### config.mk
export PLATFORM = sky130hd
export DESIGN_NAME = dly_bitline
export DESIGN_NICKNAME = d
export VERILOG_FILES = /design/src/rtl/dly_pkg.sv /design/src/rtl/dly_phase_seq.sv /design/src/rtl/dly_addr_ctr.sv /design/src/rtl/dly_ram_seg.sv /design/src/rtl/dly_fill_ctr.sv /design/src/rtl/dly_bitline.sv
export SDC_FILE = /design/constraint.sdc
export NUM_CORES = 1
export LEC_CHECK = 0
export ABC_AREA = 1
export BUFFER_PORTS_ARGS = -buffer_cell sky130_fd_sc_hd__buf_4
export CAP_MARGIN = 40
export CORE_AREA = 2 2 77 79
export CTS_BUF_LIST = sky130_fd_sc_hd__clkbuf_4
export CTS_CLUSTER_DIAMETER = 80
export CTS_CLUSTER_SIZE = 24
export DETAILED_ROUTE_END_ITERATION = 8
export DIE_AREA = 0 0 79 81
export GPL_ROUTABILITY_DRIVEN = 0
export PLACE_DENSITY = 0.92
export SLEW_MARGIN = 20
export SYNTH_ARGS = -nofsm -noshare
export SYNTH_HDL_FRONTEND = slang
export SYNTH_SLANG_ARGS = --single-unit
### constraint.sdc
create_clock -name clk_i -period 4.1 [get_ports clk_i]
set_input_delay 0.82 -clock clk_i [delete_from_list [all_inputs] [get_ports clk_i]]
set_output_delay 0.82 -clock clk_i [all_outputs]
set_load 0.1 [all_outputs]
### src/rtl/dly_pkg.sv
package dly_pkg;

    typedef enum logic [2:0] {
        PH_IDLE  = 3'd0,
        PH_ADV   = 3'd1,
        PH_READ  = 3'd2,
        PH_WRITE = 3'd3,
        PH_LATCH = 3'd4
    } phase_e;

    function automatic int addr_bits(input int depth);
        return (depth > 1) ? $clog2(depth) : 1;
    endfunction

endpackage

### src/rtl/dly_phase_seq.sv
module dly_phase_seq
    import dly_pkg::*;
(
    input  logic   clk_i,
    input  logic   rst_ni,
    input  logic   tick_i,
    output logic   accept_o,
    output logic   adv_o,
    output logic   rd_o,
    output logic   wr_o,
    output logic   latch_o,
    output phase_e phase_o
);

    typedef struct packed {
        phase_e phase;
    } seq_state_t;

    seq_state_t seq_d, seq_q;

    always_comb begin
        seq_d = seq_q;
        unique case (seq_q.phase)
            PH_IDLE:  if (tick_i) seq_d.phase = PH_ADV;
            PH_ADV:   seq_d.phase = PH_READ;
            PH_READ:  seq_d.phase = PH_WRITE;
            PH_WRITE: seq_d.phase = PH_LATCH;
            PH_LATCH: seq_d.phase = PH_IDLE;
            default:  seq_d.phase = PH_IDLE;
        endcase
    end

    always_ff @(posedge clk_i or negedge rst_ni) begin
        if (!rst_ni) seq_q <= '{phase: PH_IDLE};
        else         seq_q <= seq_d;
    end

    assign accept_o = tick_i && (seq_q.phase == PH_IDLE);
    assign adv_o    = (seq_q.phase == PH_ADV);
    assign rd_o     = (seq_q.phase == PH_READ);
    assign wr_o     = (seq_q.phase == PH_WRITE);
    assign latch_o  = (seq_q.phase == PH_LATCH);
    assign phase_o  = seq_q.phase;


    phase_order_chk: assert property (@(posedge clk_i) disable iff (!rst_ni)
        (seq_q.phase == PH_READ) |-> ($past(seq_q.phase) == PH_ADV));


    busy_tick_ignored_chk: assert property (@(posedge clk_i) disable iff (!rst_ni)
        (tick_i && seq_q.phase != PH_IDLE) |=> (seq_q.phase != PH_ADV));

endmodule

### src/rtl/dly_addr_ctr.sv
module dly_addr_ctr #(
    parameter int DEPTH = 16,
    parameter int AW    = dly_pkg::addr_bits(DEPTH)
) (
    input  logic          clk_i,
    input  logic          rst_ni,
    input  logic          adv_i,
    output logic [AW-1:0] addr_o
);

    localparam logic [AW-1:0] LAST = AW'(DEPTH - 1);

    typedef struct packed {
        logic [AW-1:0] addr;
    } ctr_state_t;

    ctr_state_t ctr_d, ctr_q;

    always_comb begin
        ctr_d = ctr_q;
        if (adv_i) begin
            if (ctr_q.addr == LAST) ctr_d.addr = '0;
            else                    ctr_d.addr = ctr_q.addr + AW'(1);
        end
    end

    always_ff @(posedge clk_i or negedge rst_ni) begin
        if (!rst_ni) ctr_q <= '{addr: '0};
        else         ctr_q <= ctr_d;
    end

    assign addr_o = ctr_q.addr;


    addr_wrap_chk: assert property (@(posedge clk_i) disable iff (!rst_ni)
        (adv_i && ctr_q.addr == LAST) |=> (ctr_q.addr == '0));


    addr_step_chk: assert property (@(posedge clk_i) disable iff (!rst_ni)
        (adv_i && ctr_q.addr != LAST) |=> (ctr_q.addr == $past(ctr_q.addr) + AW'(1)));


    addr_hold_chk: assert property (@(posedge clk_i) disable iff (!rst_ni)
        !adv_i |=> $stable(ctr_q.addr));

endmodule

### src/rtl/dly_ram_seg.sv
module dly_ram_seg #(
    parameter int DEPTH = 16,
    parameter int AW    = dly_pkg::addr_bits(DEPTH)
) (
    input  logic          clk_i,
    input  logic          rst_ni,
    input  logic          rd_i,
    input  logic          wr_i,
    input  logic [AW-1:0] addr_i,
    input  logic          din_i,
    output logic          dout_o
);

    logic [DEPTH-1:0] mem_q;

    typedef struct packed {
        logic rbit;
    } seg_state_t;

    seg_state_t seg_d, seg_q;

    always_comb begin
        seg_d = seg_q;
        if (rd_i) seg_d.rbit = mem_q[addr_i];
    end

    always_ff @(posedge clk_i or negedge rst_ni) begin
        if (!rst_ni) seg_q <= '{rbit: 1'b0};
        else         seg_q <= seg_d;
    end

    always_ff @(posedge clk_i) begin
        if (wr_i) mem_q[addr_i] <= din_i;
    end

    assign dout_o = seg_q.rbit;


    read_before_write_chk: assert property (@(posedge clk_i) disable iff (!rst_ni)
        wr_i |-> $past(rd_i));


    same_addr_chk: assert property (@(posedge clk_i) disable iff (!rst_ni)
        rd_i |=> (wr_i && $stable(addr_i)));

endmodule

### src/rtl/dly_fill_ctr.sv
module dly_fill_ctr #(
    parameter int LEN = 64,
    parameter int CW  = $clog2(LEN + 1)
) (
    input  logic clk_i,
    input  logic rst_ni,
    input  logic latch_i,
    output logic load_o,
    output logic valid_o
);

    localparam logic [CW-1:0] FULL = CW'(LEN);

    typedef struct packed {
        logic [CW-1:0] cnt;
        logic          valid;
    } fill_state_t;

    fill_state_t fill_d, fill_q;

    always_comb begin
        fill_d = fill_q;
        if (latch_i) begin
            if (fill_q.cnt == FULL) fill_d.valid = 1'b1;
            else                    fill_d.cnt   = fill_q.cnt + CW'(1);
        end
    end

    always_ff @(posedge clk_i or negedge rst_ni) begin
        if (!rst_ni) fill_q <= '{cnt: '0, valid: 1'b0};
        else         fill_q <= fill_d;
    end

    assign load_o  = latch_i && (fill_q.cnt == FULL);
    assign valid_o = fill_q.valid;


    valid_sticky_chk: assert property (@(posedge clk_i) disable iff (!rst_ni)
        fill_q.valid |=> fill_q.valid);


    valid_rise_chk: assert property (@(posedge clk_i) disable iff (!rst_ni)
        $rose(fill_q.valid) |-> ($past(latch_i) && $past(fill_q.cnt) == FULL));

endmodule

### src/rtl/dly_bitline.sv
module dly_bitline
    import dly_pkg::*;
#(
    parameter int NUM_SEG   = 4,
    parameter int SEG_DEPTH = 16
) (
    input  logic clk_i,
    input  logic rst_ni,
    input  logic tick_i,
    input  logic din_i,
    output logic dout_o,
    output logic dout_valid_o
);

    localparam int LINE_LEN = NUM_SEG * SEG_DEPTH;
    localparam int AW       = addr_bits(SEG_DEPTH);

    logic          accept, adv, rd, wr, latch, load;
    phase_e        phase;
    logic [AW-1:0] addr;
    logic [NUM_SEG-1:0] seg_in, seg_rd;

    typedef struct packed {
        logic in_bit;
        logic dout;
    } top_state_t;

    top_state_t top_d, top_q;

    dly_phase_seq i_seq (
        .clk_i    (clk_i),
        .rst_ni   (rst_ni),
        .tick_i   (tick_i),
        .accept_o (accept),
        .adv_o    (adv),
        .rd_o     (rd),
        .wr_o     (wr),
        .latch_o  (latch),
        .phase_o  (phase)
    );

    dly_addr_ctr #(.DEPTH(SEG_DEPTH), .AW(AW)) i_addr (
        .clk_i  (clk_i),
        .rst_ni (rst_ni),
        .adv_i  (adv),
        .addr_o (addr)
    );

    for (genvar g = 0; g < NUM_SEG; g++) begin : g_seg
        if (g == 0) begin : g_head
            assign seg_in[g] = top_q.in_bit;
        end else begin : g_link
            assign seg_in[g] = seg_rd[g-1];
        end
        dly_ram_seg #(.DEPTH(SEG_DEPTH), .AW(AW)) i_ram (
            .clk_i  (clk_i),
            .rst_ni (rst_ni),
            .rd_i   (rd),
            .wr_i   (wr),
            .addr_i (addr),
            .din_i  (seg_in[g]),
            .dout_o (seg_rd[g])
        );
    end

    dly_fill_ctr #(.LEN(LINE_LEN)) i_fill (
        .clk_i   (clk_i),
        .rst_ni  (rst_ni),
        .latch_i (latch),
        .load_o  (load),
        .valid_o (dout_valid_o)
    );

    always_comb begin
        top_d = top_q;
        if (accept) top_d.in_bit = din_i;
        if (load)   top_d.dout   = seg_rd[NUM_SEG-1];
    end

    always_ff @(posedge clk_i or negedge rst_ni) begin
        if (!rst_ni) top_q <= '{in_bit: 1'b0, dout: 1'b0};
        else         top_q <= top_d;
    end

    assign dout_o = top_q.dout;


    dout_latch_only_chk: assert property (@(posedge clk_i) disable iff (!rst_ni)
        !$stable(top_q.dout) |-> $past(phase == PH_LATCH));


    dout_zero_unfilled_chk: assert property (@(posedge clk_i) disable iff (!rst_ni)
        !dout_valid_o |-> !top_q.dout);


    idle_hold_chk: assert property (@(posedge clk_i) disable iff (!rst_ni)
        ($past(phase) == PH_IDLE) |-> ($stable(top_q.dout) && $stable(dout_valid_o)));

endmodule

* Word-level counts from Yosys, hierarchy flattened
Index checks and enable logic that the tools add are counted.
** Cells by class
- Add/subtract/negate cells :: 2
- Order comparisons :: 2
- Equal/unequal tests :: 7
- Multiplexer cells :: 17
- Bitwise logic cells :: 1
- Reduce and logical (&&, ||, !) cells :: 6
** Operators by type and width (count)
- bitwise mux 16 bit :: 4
- binary-select mux 1 bit (select 4 bit) :: 4
- case mux 3 bit (4 select lines) :: 1
- adder 7 x 1 -> 7 bit, second input constant :: 1
- equality test 7 bit, second input constant :: 1
- equality test 3 x 2 -> 1 bit, second input constant :: 2
- < comparator 4 x 5 -> 1 bit, second input constant :: 1
- two-way mux 1 bit :: 5
- adder 4 x 1 -> 4 bit, second input constant :: 1
- demux 1 bit (select 4 bit) :: 1
- equality test 4 bit, second input constant :: 1
- greater-or-equal comparator 4 x 1 -> 1 bit, second input constant :: 1
- two-way mux 4 bit :: 1
- AND reduction 2 bit :: 2
- equality test 3 x 1 -> 1 bit, second input constant :: 1
- equality test 3 bit, second input constant :: 1
- logical AND 1 bit :: 3
- logical NOT 3 bit :: 1
- two-way mux 3 bit :: 1
- inequality test 2 bit, second input constant :: 1
- NOT 1 bit :: 1
** Storage, ports and cells
- Flip-flop bits (word level) :: 85
- Input port bits :: 4
- Output and inout bits :: 2
- Logic and storage cells :: 49

* Logic depth before layout (Yosys ltp)
Gate-level depths: netlist of the first run.
- Depth after elaboration :: 5
- Gate-level depth with buffers :: 9
- Depth with buffers taken out :: 8

* Hierarchy
A second synthesis of the first run with hierarchy kept.
** Second synthesis, totals
- Cell total of the unflattened synthesis :: 484
- Area, all modules :: 4232.8 um^2
** Modules (own cells, without submodules)
- dly_ram_seg (g_seg[0].i_ram ...) :: times used 3, cells each 94, area each 837.1 um^2, sequential area each 505.5 um^2
- dly_ram_seg (g_seg[3].i_ram) :: times used 1, cells each 93, area each 827.0 um^2, sequential area each 505.5 um^2
- dly_fill_ctr :: times used 1, cells each 56, area each 474.2 um^2, sequential area each 200.2 um^2
- dly_addr_ctr :: times used 1, cells each 23, area each 195.2 um^2, sequential area each 100.1 um^2
- dly_phase_seq :: times used 1, cells each 20, area each 145.1 um^2, sequential area each 75.1 um^2
- dly_bitline :: times used 1, cells each 10, area each 80.1 um^2, sequential area each 50.0 um^2

* Worst setup path after synthesis of the first run
Ideal clock, no wire load.
- Path type :: register -> output
- Start point :: register top_q (netlist bit dout_o)
- End point :: output dout_o
- Arrival :: 0.893 ns
- Data required time :: 3.280 ns
- Setup slack :: 2.387 ns
- Cell stages (with the launch flop) :: 1
- Path buffers :: 0
- Cells stage by stage :: dfrtp_1
** RTL lines
- from (decl) :: RTL line dly_bitline.sv:28 : top_state_t top_d, top_q;
- from (signal assigned) :: RTL line dly_bitline.sv:81 : if (!rst_ni) top_q <= '{in_bit: 1'b0, dout: 1'b0};
- from (signal assigned) :: RTL line dly_bitline.sv:82 : else top_q <= top_d;
- to (decl) :: RTL line dly_bitline.sv:11 : output logic dout_o,
No word-level cell between the ends.

==> results.json, run 1 <==
{
  "multiInputGateArea_um2": 1040,
  "antenna_found_initial": 0,
  "clkTransAtPathRegs_ns": 0.15,
  "die-area_um2": 6400,
  "routed-via-count": 2522,
  "comb_power_share": 0.300,
  "worst_pin_slew_ns": 0.758,
  "r2r-start": "i_addr.addr_o[0]$_DFFE_PN0N_",
  "fmax_mhz": 450,
  "grt_pass1_vias": 2359,
  "syn_to_final_growth_pct": 5.61,
  "p_seq_frac": 0.518,
  "tns_ns": 0,
  "rsz0062_at_grt": "no",
  "grt_max_degree": 41,
  "rows": 28,
  "viasPerCell": 5.44,
  "grtUsageTotal": 0.248,
  "fin_crit_sh": 0.542,
  "dieHeight_um": 81,
  "die_w_um": 79,
  "ant_nets": 0,
  "critical_path_class": "flop to flop",
  "p_clk_frac": 0.182,
  "final_area_um2": 3980,
  "intPower_mw": 1.55,
  "drc_errors": 0,
  "portBuffers": 5,
  "fin_skew_ns": 0.0336,
  "n_fill_cell": 391,
  "seq_area_frac_synth": 0.650,
  "drtIter0Drc": 283,
  "power_density_nw_per_um2": 644,
  "cts_root_buf": "clkbuf_4",
  "final_common_cell": "nand2_1",
  "seq_area_um2": 2450,
  "cts_tree": "yes",
  "rr_worst_depth": 6,
  "route.detailed.wl_per_inst_um": 15.4,
  "max-cap-violations": 0,
  "p_leak_nw": 1.71,
  "ys_types": 22,
  "critPathArrivalTime_ns": 2.33,
  "hold_buffers": 0,
  "critical_path.max_fanout": 40,
  "ios": 6,
  "most-common-layout-cells": "97 x nand2_1, 64 x edfxtp_1, 53 x nor2_1, 51 x inv_1, 35 x nand3_1",
  "drv_slew": 0,
  "cts_max_level": 3,
  "firstDrtPassIters": 5,
  "cts.sinks": 85,
  "switching_power_mw": 1.01,
  "cts_resized": 0,
  "cts_setup_buffers": 0,
  "synth_seq_cells": 85,
  "hpwl_um": 4630,
  "layout_min_cycle_time_ns": 2.22,
  "slew_headroom": 0.495,
  "yosysWarningCount": 0,
  "synth_area_per_cell_um2": 10.0,
  "switching_share": 0.393,
  "worst_setup_path_end_kind": "flop",
  "r2r_slack_ns": 1.88,
  "core_area_um2": 5680,
  "clock_latency_ns": 0.45,
  "peakVddDrop_uv": 535,
  "drive_above_1_share": 0.0848,
  "clockBufferDepth": 2,
  "initial_core_util": 0.664,
  "gr-total-overflow": 0,
  "antenna_cells": 0,
  "synth_nets": 386,
  "wirelength_um": 7140,
  "fin_nets": 394,
  "place_area_um2": 3830,
  "syn_area_um2": 3770,
  "startpoint_type": "flop",
  "cts_buffers": 9,
  "netlist_instances": 376,
  "grt_pass1_wl_um": 11400,
  "hold_viol": 0,
  "outcome": "complete, no violations",
  "crit_required_ns": 4.20,
  "holdCritPathClass": "input port to async pin",
  "setup_violations": 0,
  "r2r_end": "g_seg[0].i_ram.mem_q[14]$_DFFE_PP_"
}
==> through the flow <==
step / utilization / setup WS, ns / hold WS (ns) / power [mW] / instances
final: 0.701 / 1.88 / 0.221 / 2.56 / 464
after CTS: 0.698 / 1.72 / 0.220 / 2.53 / 463
after floorplan: - / 2.39 / 0.450 / 1.87 / 376
after global routing: 0.701 / 1.71 / 0.224 / 2.72 / 464
after detailed placement: 0.675 / 1.79 / 0.458 / 2.08 / 447
after global placement: 0.675 / 1.90 / 0.455 / 2.04 / 447
==> cells in the mapped netlist <==
| master | n | area, um^2 |
|---|---|---|
| dfrtp_1 | 21 | 526 |
| nand3_1 | 35 | 175 |
| buf_6 | 4 | 45.0 |
| a21oi_1 | 4 | 20.0 |
| mux2_2 | 1 | 11.3 |
| o21ai_0 | 8 | 40.0 |
| o21ai_1 | 5 | 25.0 |
| or2_2 | 1 | 6.26 |
| nand4_1 | 4 | 25.0 |
| buf_2 | 6 | 30.0 |
| nand2_2 | 1 | 6.26 |
| nor2_2 | 2 | 12.5 |
| inv_2 | 4 | 15.0 |
| nor3_2 | 1 | 10.0 |
| xor2_1 | 6 | 52.6 |
| ha_1 | 6 | 75.1 |
| edfxtp_1 | 64 | 1920 |
| nor2_1 | 53 | 199 |
| o22ai_1 | 1 | 6.26 |
| xnor2_1 | 1 | 8.76 |
| nand2_1 | 97 | 364 |
| inv_1 | 51 | 191 |
==> state kept, by name (all words and copies together), names as in the netlist <==
| register | flops |
|---|---|
| dout_o | 1 |
| g_seg.i_ram.dout_o | 4 |
| g_seg.i_ram.mem_q | 64 |
| i_addr.addr_o | 4 |
| i_fill.fill_q | 7 |
| i_fill.valid_o | 1 |
| i_seq.phase_o | 3 |
| seg_in | 1 |
==> worst max path at each step <==
stage | start | slack (ns) | end
global route | i_addr.addr_o[0]$_DFFE_PN0N_ | 1.71 | g_seg[0].i_ram.mem_q[14]$_DFFE_PP_
floorplan | dout_o$_DFFE_PN0P_ | 2.39 | dout_o
CTS | i_addr.addr_o[0]$_DFFE_PN0N_ | 1.72 | g_seg[0].i_ram.mem_q[14]$_DFFE_PP_
detailed placement | i_addr.addr_o[0]$_DFFE_PN0N_ | 1.79 | g_seg[2].i_ram.mem_q[12]$_DFFE_PP_
global placement | i_addr.addr_o[0]$_DFFE_PN0N_ | 1.90 | g_seg[0].i_ram.mem_q[14]$_DFFE_PP_
finish | i_addr.addr_o[0]$_DFFE_PN0N_ | 1.88 | g_seg[0].i_ram.mem_q[14]$_DFFE_PP_
==> per-layer routing <==
| layer | vias up | GRT usage | share of wire |
|---|---|---|---|
| met1 | 1174 | 0.322 | 0.40 |
| met2 | 108 | 0.409 | 0.52 |
| li1 | 1223 | - | - |
| met5 | - | 0 | 0 |
| met4 | 0 | 0.0948 | 0.022 |
| met3 | 17 | 0.0611 | 0.061 |
==> worst max-delay path, stage by stage (launching register included) <==
cell and delay (ns):
dfrtp_1 0.40, buf_4 0.25, inv_1 0.41, buf_8 0.22
ha_1 0.17, nand2_1 0.12, nor2_1 0.29
==> logic make-up (layout without fill, tap and decap cells) <==
| family | count (synthesis) | after routing | share of synthesized area |
|---|---|---|---|
| and+or+nand+nor | 194 | 194 | 0.212 |
| buffers and inverters | 65 | 78 | 0.0747 |
| xor gates and xnor gates | 7 | 7 | 0.0163 |
| DFF | 85 | 85 | 0.650 |
| adders and majority gates | 6 | 6 | 0.0199 |
| muxes | 1 | 1 | 0.00299 |
| AOI/OAI and AO/OA | 18 | 18 | 0.0243 |
==> power by group through the flow <==
| stage | Clock [mW] | Combinational, mW | Sequential [mW] |
|---|---|---|---|
| 2_1_floorplan | 0 | 0.627 | 1.25 |
| 3_3_place_gp | 0 | 0.700 | 1.34 |
| 3_5_place_dp | 0 | 0.730 | 1.35 |
| 4_1_cts | 0.467 | 0.740 | 1.33 |
| 5_1_grt | 0.501 | 0.862 | 1.35 |
| 6_report | 0.467 | 0.767 | 1.33 |
==> area by class of cell <==
class | count | share of cell area
multi-input cells | 226 | 0.261
flip-flops and latches | 85 | 0.615
inverters | 55 | 0.0519
repair buffers | 7 | 0.0151
clock inverters | 7 | 0.0164
clock buffers | 9 | 0.0170
well taps | 75 | 0.0236
(Power assumes the default switching activity.)
==> run 2: changes to the inputs <==
--- a/config.mk
+++ b/config.mk
@@ -5,17 +5,17 @@
 export SDC_FILE = /design/constraint.sdc
 export NUM_CORES = 1
 export LEC_CHECK = 0
-export ABC_AREA = 1
+export ABC_AREA = 0
 export BUFFER_PORTS_ARGS = -buffer_cell sky130_fd_sc_hd__buf_4
 export CAP_MARGIN = 40
-export CORE_AREA = 2 2 77 79
+export CORE_AREA = 2 2 78 80
 export CTS_BUF_LIST = sky130_fd_sc_hd__clkbuf_4
 export CTS_CLUSTER_DIAMETER = 80
 export CTS_CLUSTER_SIZE = 24
 export DETAILED_ROUTE_END_ITERATION = 8
-export DIE_AREA = 0 0 79 81
+export DIE_AREA = 0 0 80 82
 export GPL_ROUTABILITY_DRIVEN = 0
-export PLACE_DENSITY = 0.92
+export PLACE_DENSITY = 0.86
 export SLEW_MARGIN = 20
 export SYNTH_ARGS = -nofsm -noshare
 export SYNTH_HDL_FRONTEND = slang
==> constraint.sdc (replaced) <==
create_clock -name clk_i -period 2.16 [get_ports clk_i]
set_input_delay 0.432 -clock clk_i [delete_from_list [all_inputs] [get_ports clk_i]]
set_output_delay 0.432 -clock clk_i [all_outputs]
set_load 0.1 [all_outputs]
==> run 2 against run 1 <==
- sequential power is 93% higher
- die area is 2.5% higher
- clock skew is 0.015 ns lower
- total power is 86% higher
- hold slack better by 0.015 ns
- non-clock buffer count is 7 higher
- clock power is 96% higher
- register-to-register slack worse by 1.7 ns
- routed wire length is 11% lower
- highest routed layer unchanged
==> results.json, run 2 <==
{
  "die-area_um2": 6560,
  "ant_nets": 0,
  "layout_min_cycle_time_ns": 2.02,
  "outcome": "complete, no violations",
  "cts_tree": "yes",
  "die_w_um": 80,
  "grt_pass1_vias": 1981,
  "syn_area_um2": 3560,
  "fmax_mhz": 494,
  "clockBufferDepth": 2,
  "cts.sinks": 85,
  "tns_ns": 0,
  "synth-edff-count": 64,
  "grt_max_degree": 22,
  "worst_pin_slew_ns": 0.637,
  "pre_cts_ws_ns": 0.154,
  "ys_types": 36,
  "netlist_instances": 226,
  "multiInputGateArea_um2": 1010,
  "worst_setup_path_end_kind": "flop",
  "synth_top_area_frac": 0.540,
  "max-cap-violations": 0,
  "synth_area_per_cell_um2": 15.7,
  "peakVddDrop_uv": 731,
  "viasPerCell": 5.94,
  "gr-total-overflow": 0,
  "p_leak_nw": 1.36,
  "dieHeight_um": 82,
  "final_area_um2": 3840,
  "ios": 6,
  "crit_required_ns": 2.23,
  "antenna_found_initial": 0,
  "slew_headroom": 0.575,
  "crit_slowest_cell": "dfrtp_1",
  "syn_to_final_growth_pct": 7.84,
  "async_flop_share": 0.247,
  "regMostFlops": "g_seg.i_ram.mem_q",
  "hold_slack_ns": 0.236,
  "yosys-top-cells-area": "edfxtp_1 54%, dfrtp_1 15%, mux2i_1 4.5%, mux4_2 4.4%, nor2_1 2.2%",
  "antenna_cells": 0,
  "hold_viol": 0,
  "setup_slack_ns": 0.138,
  "path_buf_inv": 0,
  "cts_buffers": 9,
  "wirelength_um": 6390,
  "drv_slew": 0,
  "synth_flop_cell": "edfxtp_1",
  "critical_path_class": "flop to flop",
  "cts_setup_buffers": 0,
  "clock_latency_ns": 0.43,
  "clkTransAtPathRegs_ns": 0.13,
  "critical_path.max_fanout": 17,
  "portBuffers": 5,
  "seq_area_frac_synth": 0.688,
  "holdCritPathClass": "input port to flop",
  "synth_seq_cells": 85,
  "n_fill_cell": 404,
  "startpoint_type": "flop",
  "largest_reg_flops": 64,
  "hpwl_um": 4190,
  "fin_skew_ns": 0.0184,
  "firstDrtPassIters": 4,
  "drc_errors": 0,
  "grtUsageTotal": 0.222,
  "yosysWarningCount": 0,
  "yosys.cell_count.top_type": "edfxtp_1",
  "synth_nets": 236,
  "place_area_um2": 3680,
  "critPathArrivalTime_ns": 2.09,
  "grt_pass1_wl_um": 10300,
  "cts_root_buf": "clkbuf_4",
  "rows": 28,
  "final_common_cell": "edfxtp_1",
  "core_area_um2": 5750,
  "yosysTopAreaCell": "edfxtp_1",
  "route.detailed.wl_per_inst_um": 20.0,
  "most-common-layout-cells": "64 x edfxtp_1, 21 x nor2_1, 21 x dfrtp_1, 16 x mux2i_1",
  "routed-via-count": 1900,
  "power_mw": 4.77,
  "cts_resized": 0,
  "rsz0062_at_grt": "no",
  "drive_above_1_share": 0.176,
  "reg_top3": "g_seg.i_ram.mem_q: 64 flops, i_fill.fill_q: 7 flops",
  "setup_violations": 0,
  "fin_crit_sh": 0.936,
  "cts_max_level": 3,
  "fin_nets": 250,
  "drtIter0Drc": 149,
  "power_density_nw_per_um2": 1240,
  "crit_path_cell_trace": "ha_1 -> nand2_1 -> nor3_1",
  "seq_area_um2": 2450,
  "cp_top_family": "flip-flops",
  "slowest_delay_ns": 0.77,
  "initial_core_util": 0.619,
  "netlist_top_cells_count": "64 x edfxtp_1, 21 x dfrtp_1, 21 x nor2_1, 16 x mux2i_1, 12 x nand2_1"
}
run 2: kinds of logic (layout without fill, tap and decap cells):
| group | count (synthesis) | in the layout | synth area share |
|---|---|---|---|
| compound gates | 18 | 18 | 0.0383 |
| xor+xnor | 8 | 8 | 0.0197 |
| fa+ha+maj | 6 | 6 | 0.0211 |
| buf+inv | 17 | 36 | 0.0278 |
| flops | 85 | 85 | 0.688 |
| mux | 30 | 30 | 0.116 |
| simple gates | 62 | 62 | 0.0893 |
run 2: repair_timing:
item                                    in CTS  in global routing
hold buffers                                 1                  0
endpoints found under the setup margin       0                  0
endpoints found under the hold margin       21                  0
run 2: where the power goes:
part / switching [mW] / internal (mW)
Sequential: 0.429 / 2.14
Clock: 0.560 / 0.356
Combinational: 0.655 / 0.635
Total: 1.64 / 3.13
run 2: per-stage QoR:
stage,util,cells
after CTS,0.668,320
after global placement,0.641,303
after global routing,0.668,320
after floorplan,-,226
final,0.668,320
after detailed placement,0.641,303
run 2: layout make-up:
| cell class | count | area share |
|---|---|---|
| sequential | 85 | 0.638 |
| tap | 75 | 0.0245 |
| timing repair buffer | 14 | 0.0313 |
| clock buffer | 9 | 0.0176 |
| inverter | 6 | 0.00587 |
| multi-input combinational | 124 | 0.264 |
| clock inverter | 7 | 0.0192 |
run 2: path summary, 6_finish.rpt:
path / start / to / slack [ns] / depth (start not counted)
max: i_addr.addr_o[1]$_DFFE_PN0N_ / g_seg[1].i_ram.mem_q[2]$_DFFE_PP_ / 0.14 / 3
min: din_i / seg_in[0]$_DFFE_PN0P_ / 0.24 / 2
max reg2reg: i_addr.addr_o[1]$_DFFE_PN0N_ / g_seg[1].i_ram.mem_q[2]$_DFFE_PP_ / 0.14 / 3
min in group asynchronous: rst_ni / g_seg[3].i_ram.dout_o$_DFFE_PN0N_ / 0.41 / 2
max in group asynchronous: rst_ni / i_addr.addr_o[1]$_DFFE_PN0N_ / 1.53 / 2
min reg2reg: i_fill.valid_o$_DFFE_PN0P_ / i_fill.valid_o$_DFFE_PN0P_ / 0.48 / 1
run 2: routing by layer:
layer,track usage,routed length [um],up-vias
met2,0.354,3250,50
met4,0.124,127,0
met1,0.297,2750,944
met3,0.0341,258,12
met5,0,0,-
li1,-,-,894
